--- src/rtl/cmp_trig_pkg.sv ---
`timescale 1ns/1ps
package cmp_trig_pkg;
  localparam int MODE_W  = 4;
  localparam int ADDR_W  = 3;
  localparam int NUM_TMR = 2;

  typedef logic [MODE_W-1:0] mode_t;

  localparam mode_t MODE_OFF = 4'b0000;
  localparam mode_t MODE_SWI = 4'b1010;
  localparam mode_t MODE_EVT = 4'b1011;

  localparam logic [ADDR_W-1:0] A_CTRL = 3'd0;
  localparam logic [ADDR_W-1:0] A_CMP  = 3'd1;
  localparam logic [ADDR_W-1:0] A_TMR0 = 3'd2;
  localparam logic [ADDR_W-1:0] A_TMR1 = 3'd3;
  localparam logic [ADDR_W-1:0] A_FLAG = 3'd4;

  typedef struct packed {
    logic  tsel;
    mode_t mode;
  } ctrl_t;

  localparam int CTRL_W = $bits(ctrl_t);
endpackage

--- src/rtl/cmp_timer.sv ---
`timescale 1ns/1ps
module cmp_timer #(
  parameter int W = 16
) (
  input  logic         clk_i,
  input  logic         rst_ni,
  input  logic         load_i,
  input  logic [W-1:0] load_val_i,
  input  logic         clr_i,
  output logic [W-1:0] cnt_o,
  output logic         wrap_o
);
  logic [W-1:0] cnt_q;

  // only a plain increment can wrap
  assign wrap_o = !load_i && !clr_i && (cnt_q == {W{1'b1}});
  assign cnt_o  = cnt_q;

  always_ff @(posedge clk_i or negedge rst_ni) begin
    if (!rst_ni)     cnt_q <= '0;
    else if (load_i) cnt_q <= load_val_i;
    else if (clr_i)  cnt_q <= '0;
    else             cnt_q <= cnt_q + W'(1);
  end
endmodule

--- src/rtl/cmp_match.sv ---
`timescale 1ns/1ps
module cmp_match
  import cmp_trig_pkg::*;
#(
  parameter int W        = 16,
  parameter bit HAS_TRIG = 1'b1
) (
  input  logic         clk_i,
  input  logic         rst_ni,
  input  logic [W-1:0] tmr_i,
  input  logic [W-1:0] cmp_i,
  input  mode_t        mode_i,
  input  logic         adc_en_i,
  output logic         cmp_set_o,
  output logic         tmr_clr_o,
  output logic         adc_start_o
);
  logic eq, eq_q, first, act, evt, adc_q;

  assign eq    = (tmr_i == cmp_i);
  assign first = eq && !eq_q;
  assign act   = (mode_i == MODE_SWI) || (mode_i == MODE_EVT);

  generate
    if (HAS_TRIG) begin : g_trig
      assign evt = (mode_i == MODE_EVT);
    end else begin : g_no_trig
      assign evt = 1'b0;
    end
  endgenerate

  assign cmp_set_o   = act && first;
  assign tmr_clr_o   = evt && eq;
  assign adc_start_o = adc_q;

  always_ff @(posedge clk_i or negedge rst_ni) begin
    if (!rst_ni) begin
      eq_q  <= 1'b0;
      adc_q <= 1'b0;
    end else begin
      eq_q  <= eq;
      adc_q <= evt && first && adc_en_i;
    end
  end
endmodule

--- src/rtl/cmp_regs.sv ---
`timescale 1ns/1ps
module cmp_regs
  import cmp_trig_pkg::*;
#(
  parameter int W = 16
) (
  input  logic                          clk_i,
  input  logic                          rst_ni,
  input  logic                          wr_en_i,
  input  logic [ADDR_W-1:0]             addr_i,
  input  logic [W-1:0]                  wdata_i,
  output logic [W-1:0]                  rdata_o,
  input  logic                          cmp_set_i,
  input  logic [NUM_TMR-1:0]            tmr_wrap_i,
  input  logic [NUM_TMR-1:0][W-1:0]     tmr_cnt_i,
  output ctrl_t                         ctrl_o,
  output logic [W-1:0]                  cmp_o,
  output logic [NUM_TMR-1:0]            tmr_load_o,
  output logic                          cmp_flag_o,
  output logic [NUM_TMR-1:0]            tmr_flag_o
);
  ctrl_t              ctrl_q;
  logic [W-1:0]       cmp_q;
  logic               cmp_flag_q;
  logic [NUM_TMR-1:0] tmr_flag_q;
  logic [NUM_TMR:0]   w1c;

  assign w1c = (wr_en_i && addr_i == A_FLAG) ? wdata_i[NUM_TMR:0] : '0;

  always_ff @(posedge clk_i or negedge rst_ni) begin
    if (!rst_ni) begin
      ctrl_q     <= '0;
      cmp_q      <= '0;
      cmp_flag_q <= 1'b0;
    end else begin
      if (wr_en_i && addr_i == A_CTRL) ctrl_q <= ctrl_t'(wdata_i[CTRL_W-1:0]);
      if (wr_en_i && addr_i == A_CMP)  cmp_q  <= wdata_i;
      cmp_flag_q <= (cmp_flag_q && !w1c[0]) || cmp_set_i;
    end
  end

  for (genvar i = 0; i < NUM_TMR; i++) begin : g_tflag
    assign tmr_load_o[i] = wr_en_i && (addr_i == A_TMR0 + ADDR_W'(i));
    always_ff @(posedge clk_i or negedge rst_ni) begin
      if (!rst_ni) tmr_flag_q[i] <= 1'b0;
      else         tmr_flag_q[i] <= (tmr_flag_q[i] && !w1c[i+1]) || tmr_wrap_i[i];
    end
  end

  always_comb begin
    case (addr_i)
      A_CTRL:  rdata_o = W'(ctrl_q);
      A_CMP:   rdata_o = cmp_q;
      A_TMR0:  rdata_o = tmr_cnt_i[0];
      A_TMR1:  rdata_o = tmr_cnt_i[1];
      A_FLAG:  rdata_o = W'({tmr_flag_q, cmp_flag_q});
      default: rdata_o = '0;
    endcase
  end

  assign ctrl_o     = ctrl_q;
  assign cmp_o      = cmp_q;
  assign cmp_flag_o = cmp_flag_q;
  assign tmr_flag_o = tmr_flag_q;
endmodule

--- src/rtl/cmp_trig_unit.sv ---
`timescale 1ns/1ps
module cmp_trig_unit
  import cmp_trig_pkg::*;
#(
  parameter int W        = 16,
  parameter bit HAS_TRIG = 1'b1
) (
  input  logic                clk_i,
  input  logic                rst_ni,
  input  logic                wr_en_i,
  input  logic [ADDR_W-1:0]   addr_i,
  input  logic [W-1:0]        wdata_i,
  output logic [W-1:0]        rdata_o,
  input  logic                adc_en_i,
  output logic                adc_start_o,
  output logic                cmp_flag_o,
  output logic [NUM_TMR-1:0]  tmr_flag_o
);
  ctrl_t                      ctrl;
  logic [W-1:0]               cmp_val;
  logic [NUM_TMR-1:0][W-1:0]  tmr_cnt;
  logic [NUM_TMR-1:0]         tmr_load, tmr_wrap, tmr_clr_vec;
  logic [W-1:0]               sel_cnt;
  logic                       cmp_set, tmr_clr;

  assign sel_cnt = tmr_cnt[ctrl.tsel];

  cmp_regs #(.W(W)) u_regs (
    .clk_i      (clk_i),
    .rst_ni     (rst_ni),
    .wr_en_i    (wr_en_i),
    .addr_i     (addr_i),
    .wdata_i    (wdata_i),
    .rdata_o    (rdata_o),
    .cmp_set_i  (cmp_set),
    .tmr_wrap_i (tmr_wrap),
    .tmr_cnt_i  (tmr_cnt),
    .ctrl_o     (ctrl),
    .cmp_o      (cmp_val),
    .tmr_load_o (tmr_load),
    .cmp_flag_o (cmp_flag_o),
    .tmr_flag_o (tmr_flag_o)
  );

  cmp_match #(.W(W), .HAS_TRIG(HAS_TRIG)) u_match (
    .clk_i       (clk_i),
    .rst_ni      (rst_ni),
    .tmr_i       (sel_cnt),
    .cmp_i       (cmp_val),
    .mode_i      (ctrl.mode),
    .adc_en_i    (adc_en_i),
    .cmp_set_o   (cmp_set),
    .tmr_clr_o   (tmr_clr),
    .adc_start_o (adc_start_o)
  );

  for (genvar i = 0; i < NUM_TMR; i++) begin : g_tmr
    assign tmr_clr_vec[i] = tmr_clr && (int'(ctrl.tsel) == i);
    cmp_timer #(.W(W)) u_tmr (
      .clk_i      (clk_i),
      .rst_ni     (rst_ni),
      .load_i     (tmr_load[i]),
      .load_val_i (wdata_i),
      .clr_i      (tmr_clr_vec[i]),
      .cnt_o      (tmr_cnt[i]),
      .wrap_o     (tmr_wrap[i])
    );
  end
endmodule

--- config.mk ---
export PLATFORM = sky130hd
export DESIGN_NAME = cmp_trig_unit
export DESIGN_NICKNAME = d
export VERILOG_FILES = /design/src/rtl/cmp_trig_pkg.sv /design/src/rtl/cmp_timer.sv /design/src/rtl/cmp_match.sv /design/src/rtl/cmp_regs.sv /design/src/rtl/cmp_trig_unit.sv
export SDC_FILE = /design/constraint.sdc
export NUM_CORES = 1
export LEC_CHECK = 0
export CORE_MARGIN = 1.5
export CORE_UTILIZATION = 35
export CTS_BUF_LIST = sky130_fd_sc_hd__clkbuf_4
export DETAILED_ROUTE_END_ITERATION = 7
export GPL_TIMING_DRIVEN = 0
export PLACE_DENSITY = 0.59
export SLEW_MARGIN = 10
export SYNTH_ARGS = -nofsm -noshare
export SYNTH_HDL_FRONTEND = slang
export SYNTH_SLANG_ARGS = --single-unit
--- constraint.sdc ---
create_clock -name clk_i -period 2.17 [get_ports clk_i]
set_input_delay 0.217 -clock clk_i [delete_from_list [all_inputs] [get_ports clk_i]]
set_output_delay 0.217 -clock clk_i [all_outputs]
set_load 0.02 [all_outputs]
==> metrics.md, run 1 <==
| Metric | Value |
|---|---|
| GR Util All Layers | `between 20% and 30%` |
| Post-synth EDFFs | `0` |
| WP data arrival | `between 2000 and 3000 ps` |
| Largest family of logic cells by synthesized area | `simple AND/OR/NAND/NOR gates` |
| Die H | `107 um` |
| Pleak | `0.00202 uW` |
| Post-Syn Nets | `roughly 420` |
| Synth warnings | `0` |
| R2R Path Start | `u_regs.ctrl_o[4]` |
| Post-DP HPWL | `between 7000 and 8000 um` |
| Crit Path Class | `reg -> reg` |
| Clock transition at path regs | `approximately 100 ps` |
| Worst EP required | `approximately 2500 ps` |
| Setup-failing EPs final | `36` |
| Critical Path Start Type | `register` |
| Simple-Gate Fraction of Synth Area | `a little over a fifth` |
| Final ANT Viol Nets | `0` |
| Number of antenna violations at the first check in global routing | `0` |
| Ports | `43` |
| Mapped Area | `about 3800 um^2` |
| Core ar. | `around 10000 um^2` |
| Max Cap Viol | `0` |
| Final Util | `47.4%` |
| Yosys top cell area share | `around 38%` |
| Synth cell types | `just over 40` |
| Synth Instances | `390` |
| Final number of max-transition violations | `0` |
| Die ar. | `11400 um^2` |
| Register area share after synthesis | `38.5%` |
| Tcrit/Tclk final | `113%` |
| Initial Utilization | `between 30% and 40%` |
| Hold Path Class | `in -> reg` |
| Fillcell total | `1000` |
| CTS root buf | `clkbuf_4` |
| Worst-Margin Slew | `786 ps` |
| FF-to-FF path depth | `10` |
| Die Width | `~110 um` |
| Worst r2r dst | `g_tmr[1].u_tmr.cnt_o[5]` |
| Async SR Flop Fraction | `100%` |
| Avg Inst Size Synth | `roughly 9.7 um^2` |
| Post-synthesis adder-cell area fraction | `less than 1%` |
| Iteration-0 DRC count of the detailed router | `180` |
| Clock Skew | `between 15 and 20 ps` |
| Final Hold Fails | `0` |
| Clock sink count | `a little under 60` |
| CP max stage cell | `dfrtp_1` |
| Routed WL | `11600 um` |
| Via density | `5.43` |
| Multiplexer share of the synthesized area | `between 10% and 20%` |
| CTS tree | `done` |
| Min-delay src | `adc_en_i` |
| RSZ-0062 raised after global routing | `true` |
| Maximum VDD drop | `approximately 400 uV` |
| First-pass GRT wire length | `18300 um` |
| Skew-Pair Late Insertion Delay | `between 400 and 500 ps` |
| Vias in the first global route | `~3300` |
| CTS H-tree depth | `3` |
| Status | `finished with violations` |
| Area delta synth->final | `30.2%` |
| Period minus WS final | `2450 ps` |
| Critical-path maximum fanout | `5` |
| TritonRoute pass-1 iters | `5` |
| Hold path endpoint | `u_match.adc_start_o` |
| Critical Path Max Stage Delay | `410 ps` |
| R2r setup slk | `-280 ps` |
| WL per Instance | `around 19 um` |
| Synth Area in Compound Gates | `slightly above 8%` |
| Synth cell count leaders | `58 x dfrtp_1, 54 x nor2_1, 35 x mux2_2` |
| Final WS setup | `-284 ps` |
| DR vias | `3247` |
| CP cell instances | `buf_12 -> mux2i_4 -> xor2_1 -> nand4_1 -> or3_1 -> buf_6 -> nor4b_4 -> buf_4 -> buf_8 -> nor2_1` |
| Post-Synth XOR/XNOR Area | `between 9 and 10%` |
| PwrDens | `1000 nW/um^2` |
| Antenna cells | `0` |
| Max Fclk | `just over 400 MHz` |
| CP Capture Type | `register` |
| Pwr Total | `4910 uW` |
| Worst hold path cell count | `3` |
| Routability cong. | `roughly 0.88` |
| Failing checks | `negative setup slack` |
| Grt total ovfl | `0` |
| Worst rel slew slack | `approximately 48%` |
| Nets | `482` |
| TritonCTS Buffers | `9` |
| Ranking of synthesized cells by area | `dfrtp_1 38%, mux2_2 10%, mux2i_1 6.4%, nor2_1 5.4%, xor2_1 5.1%` |
| Top_reg_cell synth | `dfrtp_1` |
| DRC Markers | `0` |
| Largest net degree at the start of global routing | `between 50 and 60` |
| Row cnt | `37` |
| Max Root-Sink Buffers | `2` |
| Layout cells sized above 1 | `28.1%` |
| Post-synth top area cell | `dfrtp_1` |
| Port-buffer cells | `41` |
| Yosys reg bits | `58` |
| Count leader, synth | `dfrtp_1` |
-- where the power goes --
part,internal [uW],switching [uW]
Combinational,1070,1010
Sequential,1390,530
Clock,473,432
Total,2940,1970
-- worst max path at each step --
stage | startpoint | to | slack (ps) | cells past startpoint
after global placement | addr_i[0] | rdata_o[2] | -1140 | 7
after global routing | u_regs.ctrl_o[4] | g_tmr[1].u_tmr.cnt_o[5] | -380 | 10
after CTS | u_regs.ctrl_o[4] | g_tmr[0].u_tmr.cnt_o[10] | -280 | 10
after floorplan | u_regs.ctrl_o[4] | g_tmr[0].u_tmr.cnt_o[12] | -30 | 9
final | u_regs.ctrl_o[4] | g_tmr[1].u_tmr.cnt_o[5] | -280 | 10
after detailed placement | addr_i[0] | rdata_o[12] | -1200 | 7
-- cells by family (layout without fill, tap and decap cells) --
| family | count (synthesis) | count (layout) |
|---|---|---|
| AOI/OAI and AO/OA | 49 | 49 |
| and+or+nand+nor | 150 | 150 |
| DFF | 58 | 58 |
| muxes | 61 | 61 |
| adders and majority gates | 2 | 2 |
| buffers and inverters | 27 | 99 |
| xor gates and xnor gates | 43 | 43 |
-- what timing repair did --
item / in CTS / in global routing
hold buffers: 1 / 0
cloned: 1 / 0
setup endpoints to repair: 60 / 49
gates resized for setup: 48 / 43
setup buffers: 13 / 4
endpoints found under the hold margin: 58 / 0
pin swaps: 14 / 8
-- routing by layer --
layer  track usage (%)  part of all wire [%]
met5                 0                     0
met2              35.0                    49
met3              2.74                   4.9
met4              8.86                   1.8
met1              28.7                    44
-- cell type report --
type                            count  area (um^2)  share of cell area, %
Multi-Input combinational cell    305         2370                   48.2
Inverter                            2         7.51                  0.153
Clock buffer                       10         75.1                   1.53
Clock inverter                      6         81.3                   1.66
Tap cell                          136          170                   3.46
Sequential cell                    58         1450                   29.5
Timing Repair Buffer               59          582                   11.8
Buffer                             22          180                   3.67
-- flip-flops by register name, summed over array words and instances, names as in the netlist --
register,cells
g_tmr.u_tmr.cnt_o,32
u_regs.cmp_o,16
u_regs.ctrl_o,5
u_regs.tmr_flag_o,2
u_match.adc_start_o,1
u_match.eq_q,1
u_regs.cmp_flag_o,1
-- cell usage in the layout (no fill, tap or decap), drive strengths merged, types with 3 or more instances in the layout --
| cell | netlist | layout |
|---|---|---|
| dfrtp | 58 | 58 |
| nor4 | 10 | 10 |
| clkinv | 0 | 3 |
| mux2i | 24 | 24 |
| and4 | 4 | 4 |
| clkbuf | 16 | 23 |
| nand4 | 14 | 14 |
| o22ai | 3 | 3 |
| nor2b | 6 | 6 |
| mux2 | 35 | 35 |
| nand2 | 26 | 26 |
| nor3 | 3 | 3 |
| buf | 9 | 28 |
| clkdlybuf4s50 | 0 | 23 |
| xnor2 | 21 | 21 |
| o21ai | 12 | 12 |
| nor2 | 64 | 64 |
| a22oi | 17 | 17 |
| a21oi | 11 | 11 |
| nand3 | 14 | 14 |
| xor2 | 22 | 22 |
| or3 | 3 | 3 |
| dlygate4sd2 | 0 | 15 |
-- worst max-delay path: cells and delay by family, from the launching register on --
family / cells / cell delay (ps)
multiplexers: 1 / 220
buffers and inverters: 4 / 640
XOR/XNOR: 1 / 190
AND/OR/NAND/NOR: 4 / 870
flip-flops: 1 / 410
-- through the flow --
| stage | instance area (um^2) | hold slack [ps] | std cells | setup WS [ps] | setup TNS, ps |
|---|---|---|---|---|---|
| floorplan | 3780 | -78.6 | 390 | -33.5 | -433 |
| global placement | 4360 | 439 | 567 | -1140 | -107140 |
| detailed placement | 4360 | 348 | 567 | -1200 | -43590 |
| CTS | 4690 | 356 | 596 | -278 | -7820 |
| global route | 4910 | 384 | 598 | -379 | -11500 |
| finish | 4910 | 377 | 598 | -284 | -8020 |
Power figures use the tool's default switching activity.
==> run 2, diff against run 1 <==
Settings changed: PLACE_DENSITY 0.59 to 0.57.
Clock period 2.17 ns to 3 ns, I/O delays scaled along.
==> run 2 against run 1 <==
Compared with the run above:
- the run now ends clean
- core utilization down 4.2 points
- count of clock-buffer cells in the layout up 1
- combinational power down 35%
- largest power group unchanged
==> metrics.md, run 2 (synthesis gave the netlist of run 1 again) <==
| Metric | Value |
|---|---|
| Worst r2r dst | `g_tmr[1].u_tmr.cnt_o[7]` |
| FF+latch area | `1450 um^2 (unchanged)` |
| Antenna cells | `0 (unchanged)` |
| Post-Place Setup Slack | `-515 ps (+681 ps)` |
| Postcts setup bufs | `0 (-13)` |
| Final ANT Viol Nets | `0 (unchanged)` |
| Worst-Margin Slew | `770 ps (-16.5 ps)` |
| Layout cells sized above 1 | `17.0% (-11 points)` |
| Hold path endpoint | `u_match.adc_start_o` |
| DR vias | `3200 (-1.4%)` |
| Setup TNS | `0 ps (+8020 ps)` |
| FF-to-FF path depth | `9 (-1)` |
| Clock transition at path regs | `100 ps (about the same)` |
| Clock Skew | `15.8 ps (-2.71 ps)` |
| Largest net degree at the start of global routing | `59 (unchanged)` |
| Clock sink count | `58 (unchanged)` |
| Max Root-Sink Buffers | `2 (unchanged)` |
| Routed WL | `11000 um (-4.7%)` |
| Pleak | `0.00178 uW (-12%)` |
| Grt total ovfl | `0 (unchanged)` |
| Final number of max-transition violations | `0 (unchanged)` |
| CTS root buf | `clkbuf_4` |
| Nets | `468 (-2.9%)` |
| Clock power share | `15.0% (-3.4 points)` |
| Final WS setup | `90.5 ps (+374 ps)` |
| R2R Path Start | `u_regs.ctrl_o[4]` |
| WL per Instance | `18.9 um (-2.4%)` |
| Ports | `43 (unchanged)` |
| Final Hold Fails | `0 (unchanged)` |
| CTS H-tree depth | `3 (unchanged)` |
| Worst rel slew slack | `48.7% (+1.1 points)` |
| Critical Path Start Type | `input pin` |
| RSZ-0062 raised after global routing | `false` |
| TritonCTS Buffers | `9 (unchanged)` |
| Comb power frac | `43.2% (+0.8 points)` |
| First-pass GRT wire length | `17300 um (-5.2%)` |
| Status | `finished, final reports clean` |
| Max Fclk | `344 MHz` |
| Routability cong. | `0.904 (+2.9%)` |
| R2r setup slk | `110 ps (+390 ps)` |
| Commonest non-fill, non-tap cell in the layout | `dfrtp_1` |
| Number of antenna violations at the first check in global routing | `0 (unchanged)` |
| Int Pwr | `1840 uW (-37%)` |
| Core ar. | `10400 um^2 (unchanged)` |
| CTS tree | `done` |
| DRC Markers | `0 (unchanged)` |
| Die H | `107 um (unchanged)` |
| Initial Utilization | `36.4% (unchanged)` |
| Setup-failing EPs final | `0 (-100%)` |
| CP Capture Type | `output port` |
| Sequential Power Share | `41.7% (+2.6 points)` |
| WP data arrival | `2610 ps (-140 ps)` |
| Crit Path Class | `in -> out` |
| Maximum VDD drop | `205 uV (-48%)` |
| Max Cap Viol | `0 (unchanged)` |
| Worst EP required | `2700 ps (+230 ps)` |
| Most frequent cells in the layout | `58 x dfrtp_1, 54 x nor2_1, 40 x clkdlybuf4s50_1` |
| Die ar. | `11400 um^2 (unchanged)` |
| Vias in the first global route | `3214 (-2.8%)` |
| Tcrit/Tclk final | `between 90 and 100%` |
| Hold Path Class | `in -> reg` |
| Max reg flops | `32 (unchanged)` |
| Die Width | `107 um (unchanged)` |
| PwrDens | `705 nW/um^2 (-29%)` |
| GR Util All Layers | `20.3% (-1.1 points)` |
| Post-DP HPWL | `7870 um (about the same)` |
| Via density | `5.48 (+0.92%)` |
| Row cnt | `37 (unchanged)` |
| Min-delay src | `adc_en_i` |
| Port-buffer cells | `41 (unchanged)` |
| TritonRoute pass-1 iters | `5 (unchanged)` |
| Skew-Pair Late Insertion Delay | `430 ps (about the same)` |
| Footprint of the multi-input gates | `2180 um^2 (-7.9%)` |
| Fillcell total | `1034 (+3.4%)` |
| Worst hold path cell count | `3 (unchanged)` |
| Iteration-0 DRC count of the detailed router | `159 (-12%)` |
| Critical-path maximum fanout | `10 (+5)` |
| Switching Fraction | `41.7% (+1.5 points)` |
| NetSw | `1320 uW (-33%)` |
| Pwr Total | `3150 uW (-36%)` |
| Area delta synth->final | `18.6%` |
| Period minus WS final | `between 2000 and 3000 ps` |
==> run 2: changes by cell type in the layout (fill, tap and decap cells not counted), sizes merged <==
cell / delta
clkinvlp: -1
dlymetal6s2s: -1
buf: -20
bufinv: -2
dlygate4sd2: -15
clkbuf: +6
clkinv: +2
clkdlybuf4s50: +17
==> run 2: per-layer routing <==
metal | vias up | track usage (%) | wire length [um]
met5 | - | 0 | 0
met4 | 0 | 8.29 | 252
met3 | 17 | 3.59 | 393
met2 | 67 | 32.1 | 5210
met1 | 1616 | 27.5 | 5180
li1 | 1500 | - | -
==> run 2: what timing repair did <==
item | 4_1_cts | 5_1_grt
pin swaps | 0 | 1
hold buffers | 1 | 0
endpoints found under the setup margin | 15 | 20
endpoints found under the hold margin | 58 | 0
resized for setup | 3 | 4
==> run 2: power groups by stage <==
| stage | Sequential [uW] | Combinational, uW | Clock [uW] |
|---|---|---|---|
| 2_1_floorplan | 1240 | 1020 | 0 |
| 3_3_place_gp | 1320 | 1330 | 0 |
| 3_5_place_dp | 1330 | 1350 | 0 |
| 4_1_cts | 1310 | 1360 | 485 |
| 5_1_grt | 1350 | 1500 | 522 |
| 6_report | 1320 | 1360 | 474 |
==> run 2: area by class of cell <==
cell class              instances  area share [%]
clock buffers                  11            1.85
well taps                     136            3.80
repair buffers                 42            9.34
multi-input cells             305            48.7
flip-flops and latches         58            32.4
clock inverters                 5           0.475
plain buffers                  25            3.22
inverters                       2           0.168
==> run 2: metrics by stage <==
step / area, um^2 / hold WS [ps] / utilization [%] / std cells
6_report: 4470 / 425 / 43.1 / 584
3_5_place_dp: 4350 / 428 / 42.0 / 567
3_3_place_gp: 4350 / 443 / 42.0 / 567
2_1_floorplan: 3770 / 4.41 / - / 390
4_1_cts: 4470 / 423 / 43.1 / 584
5_1_grt: 4470 / 437 / 43.1 / 584
==> run 2: worst max path at each step <==
stage	startpoint	to	slack (ps)	cells past startpoint
after global placement	addr_i[0]	rdata_o[12]	-490	7
final	addr_i[0]	rdata_o[2]	90	7
after global routing	addr_i[0]	rdata_o[1]	10	7
after floorplan	u_regs.ctrl_o[4]	g_tmr[0].u_tmr.cnt_o[12]	740	9
after detailed placement	addr_i[0]	rdata_o[1]	-510	7
after CTS	addr_i[0]	rdata_o[1]	4	7
==> run 2: critical path, cell delays in order <==
cell and delay (ps):
clkdlybuf4s50_1 560, clkbuf_4 280, clkbuf_4 290, nor2b_1 260, a22oi_1 110, o22ai_1 160, clkdlybuf4s50_1 640
